## src/rtl/wbo_pkg.sv

```systemverilog
package wbo_pkg;
  localparam int WBO_LAT_W  = 6;
  localparam int WBO_WRITES = 4;
  localparam int WBO_SLOTS  = 2;

  typedef enum logic [1:0] {
    STALL_NONE   = 2'd0,
    STALL_HAZARD = 2'd1,
    STALL_ORDER  = 2'd2
  } stall_src_e;
endpackage

```

## src/rtl/wbo_lat_reduce.sv

```systemverilog
module wbo_lat_reduce #(
  parameter int LW  = 6,
  parameter int NWR = 4
) (
  input  logic [NWR-1:0]    wr_vld_i,
  input  logic [NWR-1:0]    wr_unk_i,
  input  logic [NWR*LW-1:0] wr_rem_i,
  input  logic [NWR*LW-1:0] wr_nom_i,
  output logic [LW-1:0]     first_o,
  output logic [LW-1:0]     last_o
);
  logic [LW-1:0] eff [NWR];

  for (genvar w = 0; w < NWR; w++) begin : g_eff
    logic [LW-1:0] rem_w, nom_w;
    assign rem_w = wr_rem_i[w*LW +: LW];
    assign nom_w = wr_nom_i[w*LW +: LW];
    always_comb begin
      if (wr_unk_i[w])         eff[w] = nom_w;
      else if (rem_w[LW-1])    eff[w] = '0;
      else                     eff[w] = rem_w;
    end
  end

  always_comb begin
    first_o = '1;
    last_o  = '0;
    for (int w = 0; w < NWR; w++) begin
      if (wr_vld_i[w]) begin
        if (eff[w] < first_o) first_o = eff[w];
        if (eff[w] > last_o)  last_o  = eff[w];
      end
    end
  end
endmodule

```

## src/rtl/wbo_slot_stall.sv

```systemverilog
module wbo_slot_stall
  import wbo_pkg::*;
#(
  parameter int LW = 6
) (
  input  logic          cand_vld_i,
  input  logic          ooo_i,
  input  logic [LW-1:0] hz_stall_i,
  input  logic [LW-1:0] first_i,
  input  logic [LW-1:0] ordref_i,
  output logic [LW-1:0] stall_o
);
  stall_src_e src;
  logic       order_hit;

  assign order_hit = !ooo_i && (ordref_i != '0) && (first_i < ordref_i);

  always_comb begin
    if (!cand_vld_i)            src = STALL_NONE;
    else if (hz_stall_i != '0)  src = STALL_HAZARD;
    else if (order_hit)         src = STALL_ORDER;
    else                        src = STALL_NONE;
  end

  always_comb begin
    unique case (src)
      STALL_HAZARD: stall_o = hz_stall_i;
      STALL_ORDER:  stall_o = ordref_i - first_i;
      default:      stall_o = '0;
    endcase
  end
endmodule

```

## src/rtl/wbo_countdown.sv

```systemverilog
module wbo_countdown #(
  parameter int LW    = 6,
  parameter int NSLOT = 2
) (
  input  logic                clk_i,
  input  logic                rst_ni,
  input  logic [NSLOT-1:0]    load_en_i,
  input  logic [NSLOT*LW-1:0] load_val_i,
  output logic [LW-1:0]       cnt_o
);
  logic [LW-1:0] cnt_q, cnt_d;
  logic          cnt_en;

  always_comb begin
    cnt_d = (cnt_q != '0) ? cnt_q - 1'b1 : '0;
    for (int s = 0; s < NSLOT; s++) begin
      if (load_en_i[s]) cnt_d = load_val_i[s*LW +: LW];
    end
  end

  assign cnt_en = (|load_en_i) || (cnt_q != '0);

  always_ff @(posedge clk_i or negedge rst_ni) begin
    if (!rst_ni)     cnt_q <= '0;
    else if (cnt_en) cnt_q <= cnt_d;
  end

  assign cnt_o = cnt_q;
endmodule

```

## src/rtl/wb_order_stall.sv

```systemverilog
module wb_order_stall
  import wbo_pkg::*;
#(
  parameter int LW    = WBO_LAT_W,
  parameter int NWR   = WBO_WRITES,
  parameter int NSLOT = WBO_SLOTS
) (
  input  logic                    clk_i,
  input  logic                    rst_ni,
  input  logic [NSLOT-1:0]        cand_vld_i,
  input  logic [NSLOT*NWR-1:0]    wr_vld_i,
  input  logic [NSLOT*NWR-1:0]    wr_unk_i,
  input  logic [NSLOT*NWR*LW-1:0] wr_rem_i,
  input  logic [NSLOT*NWR*LW-1:0] wr_nom_i,
  input  logic [NSLOT-1:0]        ooo_i,
  input  logic [NSLOT*LW-1:0]     hz_stall_i,
  input  logic [NSLOT-1:0]        issue_i,
  output logic [NSLOT*LW-1:0]     stall_o,
  output logic [NSLOT-1:0]        issue_ok_o
);
  localparam int SLW = NWR * LW;

  logic [1:0]          rst_q;
  logic                rst_n_sync;
  logic [LW-1:0]       cd_q;
  logic [LW-1:0]       ordref [NSLOT+1];
  logic [NSLOT*LW-1:0] last_all;
  logic [NSLOT-1:0]    load_en;

  always_ff @(posedge clk_i or negedge rst_ni) begin
    if (!rst_ni) rst_q <= 2'b00;
    else         rst_q <= {rst_q[0], 1'b1};
  end
  assign rst_n_sync = rst_q[1];

  assign ordref[0] = cd_q;

  for (genvar s = 0; s < NSLOT; s++) begin : g_slot
    logic [LW-1:0] first_s, last_s, stall_s;
    logic          older_ok;

    wbo_lat_reduce #(.LW(LW), .NWR(NWR)) i_reduce (
      .wr_vld_i (wr_vld_i[s*NWR +: NWR]),
      .wr_unk_i (wr_unk_i[s*NWR +: NWR]),
      .wr_rem_i (wr_rem_i[s*SLW +: SLW]),
      .wr_nom_i (wr_nom_i[s*SLW +: SLW]),
      .first_o  (first_s),
      .last_o   (last_s)
    );

    wbo_slot_stall #(.LW(LW)) i_stall (
      .cand_vld_i (cand_vld_i[s]),
      .ooo_i      (ooo_i[s]),
      .hz_stall_i (hz_stall_i[s*LW +: LW]),
      .first_i    (first_s),
      .ordref_i   (ordref[s]),
      .stall_o    (stall_s)
    );

    if (s == 0) begin : g_head
      assign older_ok = 1'b1;
    end else begin : g_tail
      assign older_ok = issue_i[s-1];
    end

    assign load_en[s]             = issue_i[s] && cand_vld_i[s] && !ooo_i[s];
    assign ordref[s+1]            = load_en[s] ? last_s : ordref[s];
    assign last_all[s*LW +: LW]   = last_s;
    assign stall_o[s*LW +: LW]    = stall_s;
    assign issue_ok_o[s]          = cand_vld_i[s] && (stall_s == '0) && older_ok;
  end

  wbo_countdown #(.LW(LW), .NSLOT(NSLOT)) i_cnt (
    .clk_i      (clk_i),
    .rst_ni     (rst_n_sync),
    .load_en_i  (load_en),
    .load_val_i (last_all),
    .cnt_o      (cd_q)
  );
endmodule

```

## config.mk

```make
export PLATFORM = sky130hd
export DESIGN_NAME = wb_order_stall
export DESIGN_NICKNAME = d
export VERILOG_FILES = /design/src/rtl/wbo_pkg.sv /design/src/rtl/wbo_lat_reduce.sv /design/src/rtl/wbo_slot_stall.sv /design/src/rtl/wbo_countdown.sv /design/src/rtl/wb_order_stall.sv
export SDC_FILE = /design/constraint.sdc
export NUM_CORES = 1
export LEC_CHECK = 0
export ABC_CLOCK_PERIOD_IN_PS = 10800
export BUFFER_PORTS_ARGS = -buffer_cell sky130_fd_sc_hd__buf_4
export CORE_MARGIN = 2
export CORE_UTILIZATION = 40
export DETAILED_ROUTE_END_ITERATION = 6
export PLACE_DENSITY_LB_ADDON = 0.1
export SLEW_MARGIN = 25
export SYNTH_ARGS = -nofsm -noshare
export SYNTH_HDL_FRONTEND = slang
export SYNTH_SLANG_ARGS = --single-unit
```

## constraint.sdc

```tcl
create_clock -name clk_i -period 10.8 [get_ports clk_i]
set_clock_uncertainty 0.15 [all_clocks]
set_input_delay 0.54 -clock clk_i [delete_from_list [all_inputs] [get_ports clk_i]]
set_output_delay 0.54 -clock clk_i [all_outputs]
set_load 0.1 [all_outputs]
```

# Word level (Yosys, flattened, before mapping)
# Cells that the tools add are included.
dict set report totals {
  register_bits 8
  latchBits 0
  ram_bits 0
  romBits 0
  in_bits 132
  output_inout_bits 14
  elab_cells 108
  memories 0
}
dict set report classes {
  add_sub_neg 3
  mul 0
  div 0
  magnitude_cmp 18
  n_eq_ne 4
  n_shift 0
  n_mux 60
  bitwise_logic 0
  reduce_logical 21
}
# op n
set op_table {}
lappend op_table {{6-bit two-way mux} 44}
lappend op_table {{6-bit < comparator} 8}
lappend op_table {{5-bit two-way mux} 8}
lappend op_table {{6-bit greater-than comparator} 6}
lappend op_table {{6-bit one-hot mux with 2 select lines} 2}
lappend op_table {{6-bit nonzero test} 4}
lappend op_table {{6-bit by 1-bit greater-than comparator with 1-bit output (second input constant)} 2}
lappend op_table {{6-bit logical NOT} 2}
lappend op_table {{6-bit < comparator (second input constant)} 2}
lappend op_table {{2-bit two-way mux} 6}
lappend op_table {{6-bit subtractor} 2}
lappend op_table {{1-bit logical AND} 11}
lappend op_table {{6-bit by 1-bit subtractor with 6-bit output (second input constant)} 1}
lappend op_table {{2-bit by 1-bit equality test with 1-bit output (second input constant)} 2}
lappend op_table {{2-bit equality test (second input constant)} 2}
lappend op_table {{1-bit logical NOT} 2}
lappend op_table {{2-bit OR reduction} 1}
lappend op_table {{1-bit logical OR} 1}

# Logic depth before layout (Yosys ltp)
# Gate-level depths: netlist of run 1.
dict set report depth {
  word_depth 26
  mapped_depth 42
  mapped_depth_nobuf 39
}

# Hierarchy
# A second synthesis of run 1 with hierarchy kept.
dict set report unflattened {
  cells_unflattened 645
  hier_area_um2 4897.2
}
# module instances cells_per_inst area_each_um2 seq_area_each_um2
set modules_own_cells {}
lappend modules_own_cells {{wbo_lat_reduce at g_slot[1].i_reduce} 1 250 1811.7 0.0}
lappend modules_own_cells {{wbo_lat_reduce at g_slot[0].i_reduce} 1 208 1630.3 0.0}
lappend modules_own_cells {wbo_slot_stall 2 64 432.9 0.0}
lappend modules_own_cells {wbo_countdown 1 41 404.1 150.1}
lappend modules_own_cells {wb_order_stall 1 18 185.2 50.0}

# Worst setup path before layout of run 1
# No wires, ideal clock.
dict set report synth_timing {
  path_kind {input to output}
  start {input port wr_unk_i[0]}
  end {output port issue_ok_o[0]}
  arrival_ns 9.323
  t_required_ns 10.110
  slack_ns 0.787
  path_stages 37
  path_buffers 2
  cell_sequence {buf_2 > nor3b_1 > a21oi_1 > and2_1 > ha_1 > a21boi_1 > o21a_1 > o21ai_1 > a22o_1 > buf_2 > mux2_2 > ha_1 > nand4_1 > o21ai_0 > nor3b_1 > o21ai_0 > inv_1 > a41oi_2 > mux2_2 > ha_1 > a21oi_1 > nor2b_1 > o21ai_0 > nand3b_1 > o31ai_2 > mux2i_1 > ha_1 > fa_1 > nor2b_1 > o21ai_0 > nand2b_1 > a21oi_1 > nor2b_1 > o2111ai_1 > o21ai_0 > nor4_1 > and3_1}
}
dict set report synth_between {
  elab_chain_len 22
  word_cells_on_any_way 24
  cone_classes {add/sub (1); order compare (5); eq/ne (2); mux (13); reduce/logical (3)}
}
# element line
set synth_rtl {}
lappend synth_rtl {{start, declared} wb_order_stall.sv:12} ;# input logic [NSLOT*NWR-1:0] wr_unk_i,
lappend synth_rtl {{6-bit two-way mux *} wbo_lat_reduce.sv:19} ;# if (wr_unk_i[w]) eff[w] = nom_w;
lappend synth_rtl {{6-bit < comparator} wbo_lat_reduce.sv:30} ;# if (eff[w] < first_o) first_o = eff[w];
lappend synth_rtl {{6-bit two-way mux *} wbo_lat_reduce.sv:30}
lappend synth_rtl {{6-bit two-way mux *} wbo_lat_reduce.sv:29} ;# if (wr_vld_i[w]) begin
lappend synth_rtl {{6-bit < comparator} wbo_lat_reduce.sv:30}
lappend synth_rtl {{6-bit two-way mux} wbo_lat_reduce.sv:30}
lappend synth_rtl {{6-bit two-way mux *} wbo_lat_reduce.sv:29}
lappend synth_rtl {{6-bit < comparator} wbo_lat_reduce.sv:30}
lappend synth_rtl {{[... 7 more ...]} --}
lappend synth_rtl {{2-bit two-way mux} wbo_slot_stall.sv:21} ;# else if (order_hit) src = STALL_ORDER;
lappend synth_rtl {{2-bit two-way mux} wbo_slot_stall.sv:20} ;# else if (hz_stall_i != '0) src = STALL_HAZARD;
lappend synth_rtl {{2-bit two-way mux} wbo_slot_stall.sv:19} ;# if (!cand_vld_i) src = STALL_NONE;
lappend synth_rtl {{2-bit equality test or 2-bit by 1-bit equality test with 1-bit output (tied branches)} wbo_slot_stall.sv:26} ;# unique case (src)
lappend synth_rtl {{6-bit one-hot mux with 2 select lines *} wbo_slot_stall.sv:26}
lappend synth_rtl {{named net stall_o[2]} wb_order_stall.sv:18} ;# output logic [NSLOT*LW-1:0] stall_o,
lappend synth_rtl {{6-bit logical NOT *} wb_order_stall.sv:70} ;# assign issue_ok_o[s] = cand_vld_i[s] && (stall_s == '0) && older_ok;
lappend synth_rtl {{1-bit logical AND *} wb_order_stall.sv:70}
lappend synth_rtl {{end, declared} wb_order_stall.sv:19} ;# output logic [NSLOT-1:0] issue_ok_o
# Mark *: on every way through the listed nets, which the timed path passes. The rest lies on a longest branch.

# Worst setup path in the final report of run 1
dict set report layout_timing {
  start {input port wr_unk_i[0]}
  end {output port issue_ok_o[1]}
}
dict set report layout_between {
  elab_chain_len 25
  word_cells_on_any_way 28
  cone_classes {add/sub (1); order compare (5); eq/ne (2); mux (14); reduce/logical (6)}
}
# element line
set layout_rtl {}
lappend layout_rtl {{6-bit two-way mux *} wbo_lat_reduce.sv:19}
lappend layout_rtl {{6-bit by 1-bit greater-than comparator with 1-bit output} wbo_lat_reduce.sv:31} ;# if (eff[w] > last_o) last_o = eff[w];
lappend layout_rtl {{6-bit two-way mux *} wbo_lat_reduce.sv:31}
lappend layout_rtl {{6-bit two-way mux *} wbo_lat_reduce.sv:29}
lappend layout_rtl {{6-bit greater-than comparator} wbo_lat_reduce.sv:31}
lappend layout_rtl {{6-bit two-way mux} wbo_lat_reduce.sv:31}
lappend layout_rtl {{6-bit two-way mux *} wbo_lat_reduce.sv:29}
lappend layout_rtl {{6-bit greater-than comparator} wbo_lat_reduce.sv:31}
lappend layout_rtl {{[... 2 more ...]} --}
lappend layout_rtl {{6-bit greater-than comparator} wbo_lat_reduce.sv:31}
lappend layout_rtl {{6-bit two-way mux} wbo_lat_reduce.sv:31}
lappend layout_rtl {{6-bit two-way mux *} wbo_lat_reduce.sv:29}
lappend layout_rtl {{6-bit two-way mux *} wb_order_stall.sv:67} ;# assign ordref[s+1] = load_en[s] ? last_s : ordref[s];
lappend layout_rtl {{parallel branches: the longest is 7 deep, another holds 6-bit < comparator} --}
lappend layout_rtl {{6-bit one-hot mux with 2 select lines *} wbo_slot_stall.sv:26}
lappend layout_rtl {{6-bit logical NOT *} wb_order_stall.sv:70}
lappend layout_rtl {{1-bit logical AND * (2 in series)} wb_order_stall.sv:70}
# Mark *: on every way between the ends.

==> run metrics, run 1 <==
status complete, no violations; CTS clk-pin slew, worst paths roughly 0.03 ns; Syn Inst Count between 600 and 700; GP Congestion 0.878; Setup Fix Bufs, Post-CTS 0; Static Leakage 0.00291 uW; DP Area ~0.0060 mm2; total number of vias 5,261; Initial Util 41.4%; core area 0.0116 mm2; final worst path period need 9.71 ns; Worst Hold Class flop to flop; Die Area 0.0129 mm2; DRT Pass-1 Iters 5; Synth Area in Adders 20.7%; Remaining Overflow, GRT 0; Async S/R FF share, synth 100%; Num CTS Buffers 3; syn nets 842; DR iter-0 viols 274; Hold Vio Cnt, Final 0; final wirelength approximately 14 mm; initial antenna violation count 0; Root Buffer clkbuf_16; vias in the first global route 5,150; mux contribution to synthesized area roughly 12%; Max VDD drop 94.7 uV; Final ANT Viol Nets 0; synth warn 0; PD cells between 100 and 150 mW/mm2; Netlist Area Pre-Place between 0.004 and 0.005 mm2; H-tree levels 1; number of port buffers 145; Least-Margin Pin Slew slightly below 0.9 ns; io pins 146; crit path DAT 9.02 ns; fin. max-slew vios 0; P&R area growth vs syn 26.5%; maxcap violations 0; first-pass GRT wire length between 20 and 25 mm; CP Launch Type primary input; CTS tree yes; RSZ-0062 raised after global routing no; most common cell after layout, fill and taps aside buf_4; fin crit share 89.9%; most numerous cell on the critical path a21oi_1; Fmax 0.103 GHz; worst-path maximum fanout 12; CP max stage delay approximately 0.63 ns; total track usage 21.1%; PnR Total Power roughly 760 uW; # diodes 0; Seq/Total Area, Yosys 4.18%; setup TNS 0 ns; Crit Path Class primary input to output pin; DRC 0; Synth Area in Simple Gates between 20% and 30%; Post-synth EDFFs 0; final design utilization 52.4%; Clk Latency, worst-skew pair 0.23 ns; slew margin rel. 42.4%; post-CTS sizing 0; largest family of logic cells by synthesized area compound AO/OA/AOI/OAI gates; # hold bufs at CTS 2; Sink Count 8; Worst EP required 10.11 ns; slowest cell on the critical path or4b_2; Std-Cell Rows 39; Compound-Gate Fraction of Synth Area approximately a third; commonest non-fill, non-tap cells in the layout buf_4 (146), ha_1 (76), inv_1 (52), nand2_1 (52), nor2_1 (44); Die Wd 113 um; hpwl dp between 10 and 15 mm; Finish-stage setup viols 0; ys flop type dfrtp_1; Yosys reg bits 8; die height approximately 110 um; DR WL/cell 15.5 um; Distinct cells, synth 82; largest net degree at the start of global routing 15; CP Capture Type output pin; Post-Synth XOR/XNOR Area roughly 2.2%; design area 0.00606 mm2; share of post-route cells with drive strength above 1 between 20% and 30%; CTS Buffer Depth 2; syn avg cell area 7.58 um2; final net count 976; vias per cell approximately 5.8
[metal layers]
| layer | vias to the layer above | global-route usage [%] | wire length [um] |
|---|---|---|---|
| li1 | 2647 | - | - |
| met2 | 166 | 37.9 | 6830 |
| met4 | 0 | 2.68 | 77 |
| met3 | 12 | 1.38 | 713 |
| met5 | - | 0 | 0 |
| met1 | 2436 | 28.6 | 6470 |
[power breakdown]
| part | total [uW] | switching, uW | internal [uW] | leakage, uW |
|---|---|---|---|---|
| registers | 63.6 | 21.7 | 41.9 | 0.0000958 |
| logic | 635 | 350 | 285 | 0.00278 |
| clock network | 61.1 | 13.4 | 47.6 | 0.0000370 |
| total | 759 | 385 | 375 | 0.00291 |
[path summary, 6_finish.rpt]
path / slack [ns] / cells after the start / to / startpoint
max in group asynchronous: 9.81 / 1 / i_cnt.cnt_o[5] / rst_q[1]
min in group asynchronous: 0.48 / 1 / i_cnt.cnt_o[3] / rst_q[1]
worst max register to register: 8.39 / 8 / i_cnt.cnt_o[1] / i_cnt.cnt_o[1]
worst min-delay path: 0.20 / 0 / rst_q[1] / rst_q[0]
worst max-delay path: 1.09 / 36 / issue_ok_o[1] / wr_unk_i[0]
worst min register to register: 0.20 / 0 / rst_q[1] / rst_q[0]
[flip-flops by register name (all words and copies together) (netlist names)]
name / flops
i_cnt.cnt_o: 6
rst_q: 2
[kinds of logic (layout without fill, tap and decap cells)]
kind of cell,count (synthesis),count (layout)
AO/OA/AOI/OAI,206,206
XOR/XNOR,12,12
adder cells (fa/ha/maj),78,78
buffers and inverters,72,204
flip-flops,8,8
multiplexers,53,53
other,1,1
AND/OR/NAND/NOR,202,202
[cell type report]
cell class | instances | area, um2
clock buffer | 3 | 75.1
fill | 1138 | 5510
inverter | 53 | 199
multi-input combinational | 552 | 4290
sequential | 8 | 200
tap | 143 | 179
timing repair buffer | 148 | 1120
[synth_stat cells, types with 12 or more instances]
cell type | number | share of area (%)
nor2_1 | 44 | 3.4
inv_1 | 52 | 4.1
a21o_1 | 13 | 2.0
a22oi_1 | 20 | 3.1
mux2_2 | 35 | 8.2
nor2b_1 | 16 | 2.1
ha_1 | 76 | 20
o21ai_0 | 33 | 3.4
nand2b_1 | 15 | 2.0
a21oi_1 | 39 | 4.1
o21a_1 | 14 | 2.2
nor3_1 | 15 | 1.6
nand2_1 | 52 | 4.1
mux2i_1 | 12 | 2.5
[critical path, delay by kind of cell]
kind	cells	cell delay, ns
AO/OA/AOI/OAI	17	3.55
buffers and inverters	2	0.44
AND/OR/NAND/NOR	9	2.22
multiplexers	3	0.98
XOR/XNOR	1	0.09
adder cells (fa/ha/maj)	4	1.24
[stage by stage]
stage,setup WS (ns),instances,hold WS [ns]
after global placement,1.32,902,-0.0555
after detailed placement,1.13,902,-0.0540
after CTS,1.11,907,0.198
final,1.09,907,0.196
after floorplan,0.787,632,-0.0822
after global routing,0.415,907,0.221
Power figures use the tool's default switching activity.
==> run 2: changes to the inputs <==
Settings changed: RECOVER_POWER set to 25.
==> run metrics, run 2 (synthesis gave the netlist of run 1 again) <==
status complete, no violations (unchanged); slowest cell on the critical path or4b_2 (unchanged); Setup Fix Bufs, Post-CTS 0 (unchanged); setup TNS 0 ns (unchanged); H-tree levels 1 (unchanged); hpwl dp 12.2 mm (unchanged); worst-path maximum fanout 12 (unchanged); Fillers 1,140 (was 1,138); Sink Count 8 (unchanged); Initial Util 41.4% (unchanged); total track usage 21.1% (unchanged); Worst Hold Class flop to flop (unchanged); Std-Cell Rows 39 (unchanged); final net count 976 (unchanged); Die Area 0.0129 mm2 (unchanged); # diodes 0 (unchanged); DRC 0 (unchanged); vias per cell 5.80 (about the same); die height 113 um (unchanged); CTS Buffer Depth 2 (unchanged); slew margin rel. 42.4% (unchanged); Remaining Overflow, GRT 0 (unchanged); PD cells 125 mW/mm2 (about the same); Root Buffer clkbuf_16 (unchanged); share of post-route cells with drive strength above 1 27.5% (was 27.6%); post-CTS sizing 0 (unchanged); final worst setup slack 1.09 ns (about the same); Static Leakage 0.00291 uW (about the same); M3 GR Usage 1.38% (unchanged); final worst path period need 9.71 ns (about the same); worst hold stages 0 (unchanged); CTS clk-pin slew, worst paths 0.03 ns (about the same); fin crit share 89.9% (about the same); max FFs per register 6 (unchanged); CP Launch Type primary input (unchanged); largest net degree at the start of global routing 15 (unchanged); Crit Path Class primary input to output pin (unchanged); Post-Place Worst Slack 1.13 ns (unchanged); most numerous cell on the critical path a21oi_1 (unchanged); Max VDD drop 94.7 uV (about the same); CTS tree yes (unchanged); final wirelength 14.1 mm (about the same); M2 GR Usage 37.9% (unchanged); Clk Latency, worst-skew pair 0.23 ns (about the same); met1 Track Usage GR 28.6% (unchanged); placed cell count 902 (unchanged); number of port buffers 145 (unchanged); fin. max-slew vios 0 (unchanged); commonest non-fill, non-tap cells in the layout buf_4 (145), ha_1 (76), inv_1 (52), nand2_1 (52), nor2_1 (44) (was buf_4 (146), ha_1 (76), inv_1 (52), nand2_1 (52), nor2_1 (44)); Least-Margin Pin Slew 0.864 ns (unchanged); Num CTS Buffers 3 (unchanged); CP Capture Type output pin (unchanged); P&R area growth vs syn 26.4% (was 26.5%); io pins 146 (unchanged); CP max stage delay 0.63 ns (about the same); # hold bufs at CTS 2 (unchanged); DRT Pass-1 Iters 5 (unchanged); Final ANT Viol Nets 0 (unchanged); DR WL/cell 15.5 um (about the same); Fmax 0.103 GHz (about the same); Register-to-Register Path Depth 8 (unchanged); maxcap violations 0 (unchanged); first-pass GRT wire length 23.2 mm (unchanged); gr busiest metal met2 (unchanged); DR iter-0 viols 274 (unchanged); Finished Layout Cells 907 (unchanged); crit path DAT 9.02 ns (about the same); RSZ-0062 raised after global routing no (unchanged); Hold Vio Cnt, Final 0 (unchanged); most common cell after layout, fill and taps aside buf_4 (unchanged); core area 0.0116 mm2 (unchanged); GP Congestion 0.878 (unchanged); Die Wd 113 um (unchanged); vias in the first global route 5,150 (unchanged); initial antenna violation count 0 (unchanged); Worst EP required 10.11 ns (about the same); Finish-stage setup viols 0 (unchanged); total number of vias 5,265 (was 5,261)
==> run 2: path summary, 6_finish.rpt <==
check	slack (ns)	from	to
worst max-delay path	1.09	wr_unk_i[0]	issue_ok_o[1]
worst min-delay path	0.20	rst_q[0]	rst_q[1]
worst max register to register	8.41	i_cnt.cnt_o[1]	i_cnt.cnt_o[1]
worst min register to register	0.20	rst_q[0]	rst_q[1]
max in group asynchronous	9.81	rst_q[1]	i_cnt.cnt_o[5]
min in group asynchronous	0.48	rst_ni	rst_q[0]
==> run 2: critical path, delay by kind of cell <==
kind            cells  cell delay [ns]
buf+inv             2             0.44
xor+xnor            1             0.09
compound gates     17             3.55
mux                 3             0.98
simple gates        9             2.22
fa+ha+maj           4             1.24
==> run 2: final cells by class <==
| class | instances | area (um2) | share of cell area, % |
|---|---|---|---|
| Multi-Input combinational cell | 552 | 4290 | 70.8 |
| Timing Repair Buffer | 148 | 1110 | 18.4 |
| Sequential cell | 8 | 200 | 3.31 |
| Inverter | 53 | 199 | 3.29 |
| Tap cell | 143 | 179 | 2.95 |
| Clock buffer | 3 | 75.1 | 1.24 |
==> run 2: report_power, final <==
part	switching, uW	internal [uW]	total, uW
Combinational	349	285	634
Clock	13.5	47.6	61.1
Sequential	21.6	41.9	63.6
Total	384	374	759
==> run 2: routing by layer <==
layer / up-vias / share of wire [%]
met3: 12 / 5.0
met2: 166 / 48
met4: 0 / 0.55
met1: 2439 / 46
li1: 2648 / -
met5: - / 0
==> run 2: stage by stage <==
stage / total power, uW / util [%] / instance area (um2) / hold slack (ns)
final: 759 / 52.4 / 6060 / 0.196
after detailed placement: 691 / 51.6 / 5960 / -0.0540
after floorplan: 538 / - / 4790 / -0.0822
after global routing: 840 / 52.4 / 6060 / 0.221
after CTS: 757 / 52.4 / 6060 / 0.198
after global placement: 681 / 51.6 / 5960 / -0.0555
==> run 3: changes to the inputs <==
Settings changed: BUFFER_PORTS_ARGS -buffer_cell sky130_fd_sc_hd__buf_4 to -buffer_cell sky130_fd_sc_hd__buf_2, SLEW_MARGIN 25 to 0.
==> run metrics, run 3 (synthesis gave the netlist of run 1 again) <==
status complete, no violations (unchanged); Num CTS Buffers 3 (unchanged); GP Congestion 0.890 (was 0.878); Least-Margin Pin Slew 0.885 ns (was 0.864 ns); Clk Latency, worst-skew pair 0.23 ns (about the same); share of post-route cells with drive strength above 1 27.5% (unchanged); Remaining Overflow, GRT 0 (unchanged); Sink Count 8 (unchanged); Root Buffer clkbuf_16 (unchanged); Static Leakage 0.00279 uW (was 0.00291 uW); crit path DAT 9.24 ns (was 9.02 ns); Crit Path Class primary input to output pin (unchanged); M2 GR Usage 37.9% (about the same); Register-to-Register Path Depth 8 (unchanged); Initial Util 41.4% (unchanged); Max VDD drop 106 uV (was 94.7 uV); Std-Cell Rows 39 (unchanged); vias in the first global route 4,952 (was 5,150); final worst setup slack 0.872 ns (was 1.09 ns); hpwl dp 12.2 mm (about the same); worst hold start rst_q[0] (unchanged); commonest non-fill, non-tap cells in the layout buf_2 (144), ha_1 (76), inv_1 (52), nand2_1 (52), nor2_1 (44) (was buf_4 (145), ha_1 (76), inv_1 (52), nand2_1 (52), nor2_1 (44)); total number of vias 5,252 (was 5,265); die height 113 um (unchanged); M3 GR Usage 0.797% (was 1.38%); final net count 976 (unchanged); DR iter-0 viols 238 (was 274); Post-Place Worst Slack 0.910 ns (was 1.13 ns); Die Wd 113 um (unchanged); Setup Fix Bufs, Post-CTS 0 (unchanged); final wirelength 14.0 mm (was 14.1 mm); RSZ-0062 raised after global routing no (unchanged); PD cells 131 mW/mm2 (was 125 mW/mm2); H-tree levels 1 (unchanged); worst-path maximum fanout 11 (was 12); # diodes 0 (unchanged); core area 0.0116 mm2 (unchanged); setup TNS 0 ns (unchanged); Endpoint, Worst Hold rst_q[1] (unchanged); Hold Vio Cnt, Final 0 (unchanged); vias per cell 5.79 (was 5.80); first-pass GRT wire length 22.7 mm (was 23.2 mm); largest net degree at the start of global routing 15 (unchanged); max FFs per register 6 (unchanged); CTS Buffer Depth 2 (unchanged); # hold bufs at CTS 2 (unchanged); P&R area growth vs syn 18.9% (was 26.4%); r2r setup slk 8.43 ns (was 8.41 ns); final worst path period need 9.93 ns (was 9.71 ns); DRT Pass-1 Iters 6 (was 5); Worst Hold Class flop to flop (unchanged); r2r endpoint i_cnt.cnt_o[1] (unchanged); Fmax 0.101 GHz (was 0.103 GHz); CP Launch Type primary input (unchanged); Die Area 0.0129 mm2 (unchanged); initial antenna violation count 0 (unchanged); CP Capture Type output pin (unchanged); most common cell after layout, fill and taps aside buf_2 (was buf_4); Finish-stage setup viols 0 (unchanged); maxcap violations 0 (unchanged); CTS clk-pin slew, worst paths 0.03 ns (about the same); R2R Path Start i_cnt.cnt_o[1] (unchanged); DRC 0 (unchanged); fin. max-slew vios 0 (unchanged); number of port buffers 145 (unchanged); Finished Layout Cells 907 (unchanged); Final ANT Viol Nets 0 (unchanged); Worst EP required 10.11 ns (about the same); cell family contributing the most delay on the critical path compound AO/OA/AOI/OAI gates (unchanged); DR WL/cell 15.5 um (about the same); CP max stage delay 0.65 ns (was 0.63 ns); gr busiest metal met2 (unchanged); worst hold stages 0 (unchanged); io pins 146 (unchanged); slowest cell on the critical path or4b_2 (unchanged); total track usage 21.0% (was 21.1%); met1 Track Usage GR 28.8% (was 28.6%); post-CTS sizing 0 (unchanged); WP buf/inv 3 (was 2); slew margin rel. 41.0% (was 42.4%); fin crit share 91.9% (was 89.9%); CTS tree yes (unchanged); placed cell count 902 (unchanged)
==> run 3: where the power goes <==
part | total (uW) | leakage, uW | switching [uW] | internal [uW]
sequential | 64.7 | 0.0000958 | 22.8 | 41.9
combinational | 623 | 0.00266 | 354 | 270
clock | 60.1 | 0.0000370 | 12.6 | 47.5
==> run 3: cell type report <==
class                           count  area, um2
Clock buffer                        3       75.1
Fill cell                        1164       5870
Inverter                           53        199
Multi-Input combinational cell    552       4290
Sequential cell                     8        200
Tap cell                          143        179
Timing Repair Buffer              148        752
==> run 3: per-layer routing <==
| layer | up-vias | part of all wire [%] |
|---|---|---|
| met3 | 8 | 4.4 |
| met1 | 2432 | 47 |
| met5 | - | 0 |
| met2 | 163 | 49 |
| li1 | 2649 | - |
| met4 | 0 | 0.31 |
==> run 3: worst max-delay path by stage <==
stage	from	to	slack, ns	cells past startpoint
after floorplan	wr_unk_i[0]	issue_ok_o[0]	0.79	37
after global placement	wr_unk_i[1]	issue_ok_o[1]	1.15	36
after detailed placement	wr_unk_i[1]	issue_ok_o[1]	0.91	37
after CTS	wr_unk_i[1]	issue_ok_o[1]	0.87	37
after global routing	wr_unk_i[1]	issue_ok_o[1]	0.13	38
final	wr_unk_i[1]	issue_ok_o[1]	0.87	37
==> run 3: through the flow <==
| stage | hold WS, ns | power, uW | cell area [um2] | utilization, % |
|---|---|---|---|---|
| floorplan | -0.0822 | 538 | 4790 | - |
| global placement | -0.0553 | 668 | 5600 | 48.4 |
| detailed placement | -0.0506 | 682 | 5600 | 48.4 |
| CTS | 0.197 | 748 | 5700 | 49.3 |
| global route | 0.197 | 825 | 5700 | 49.2 |
| finish | 0.196 | 748 | 5700 | 49.2 |
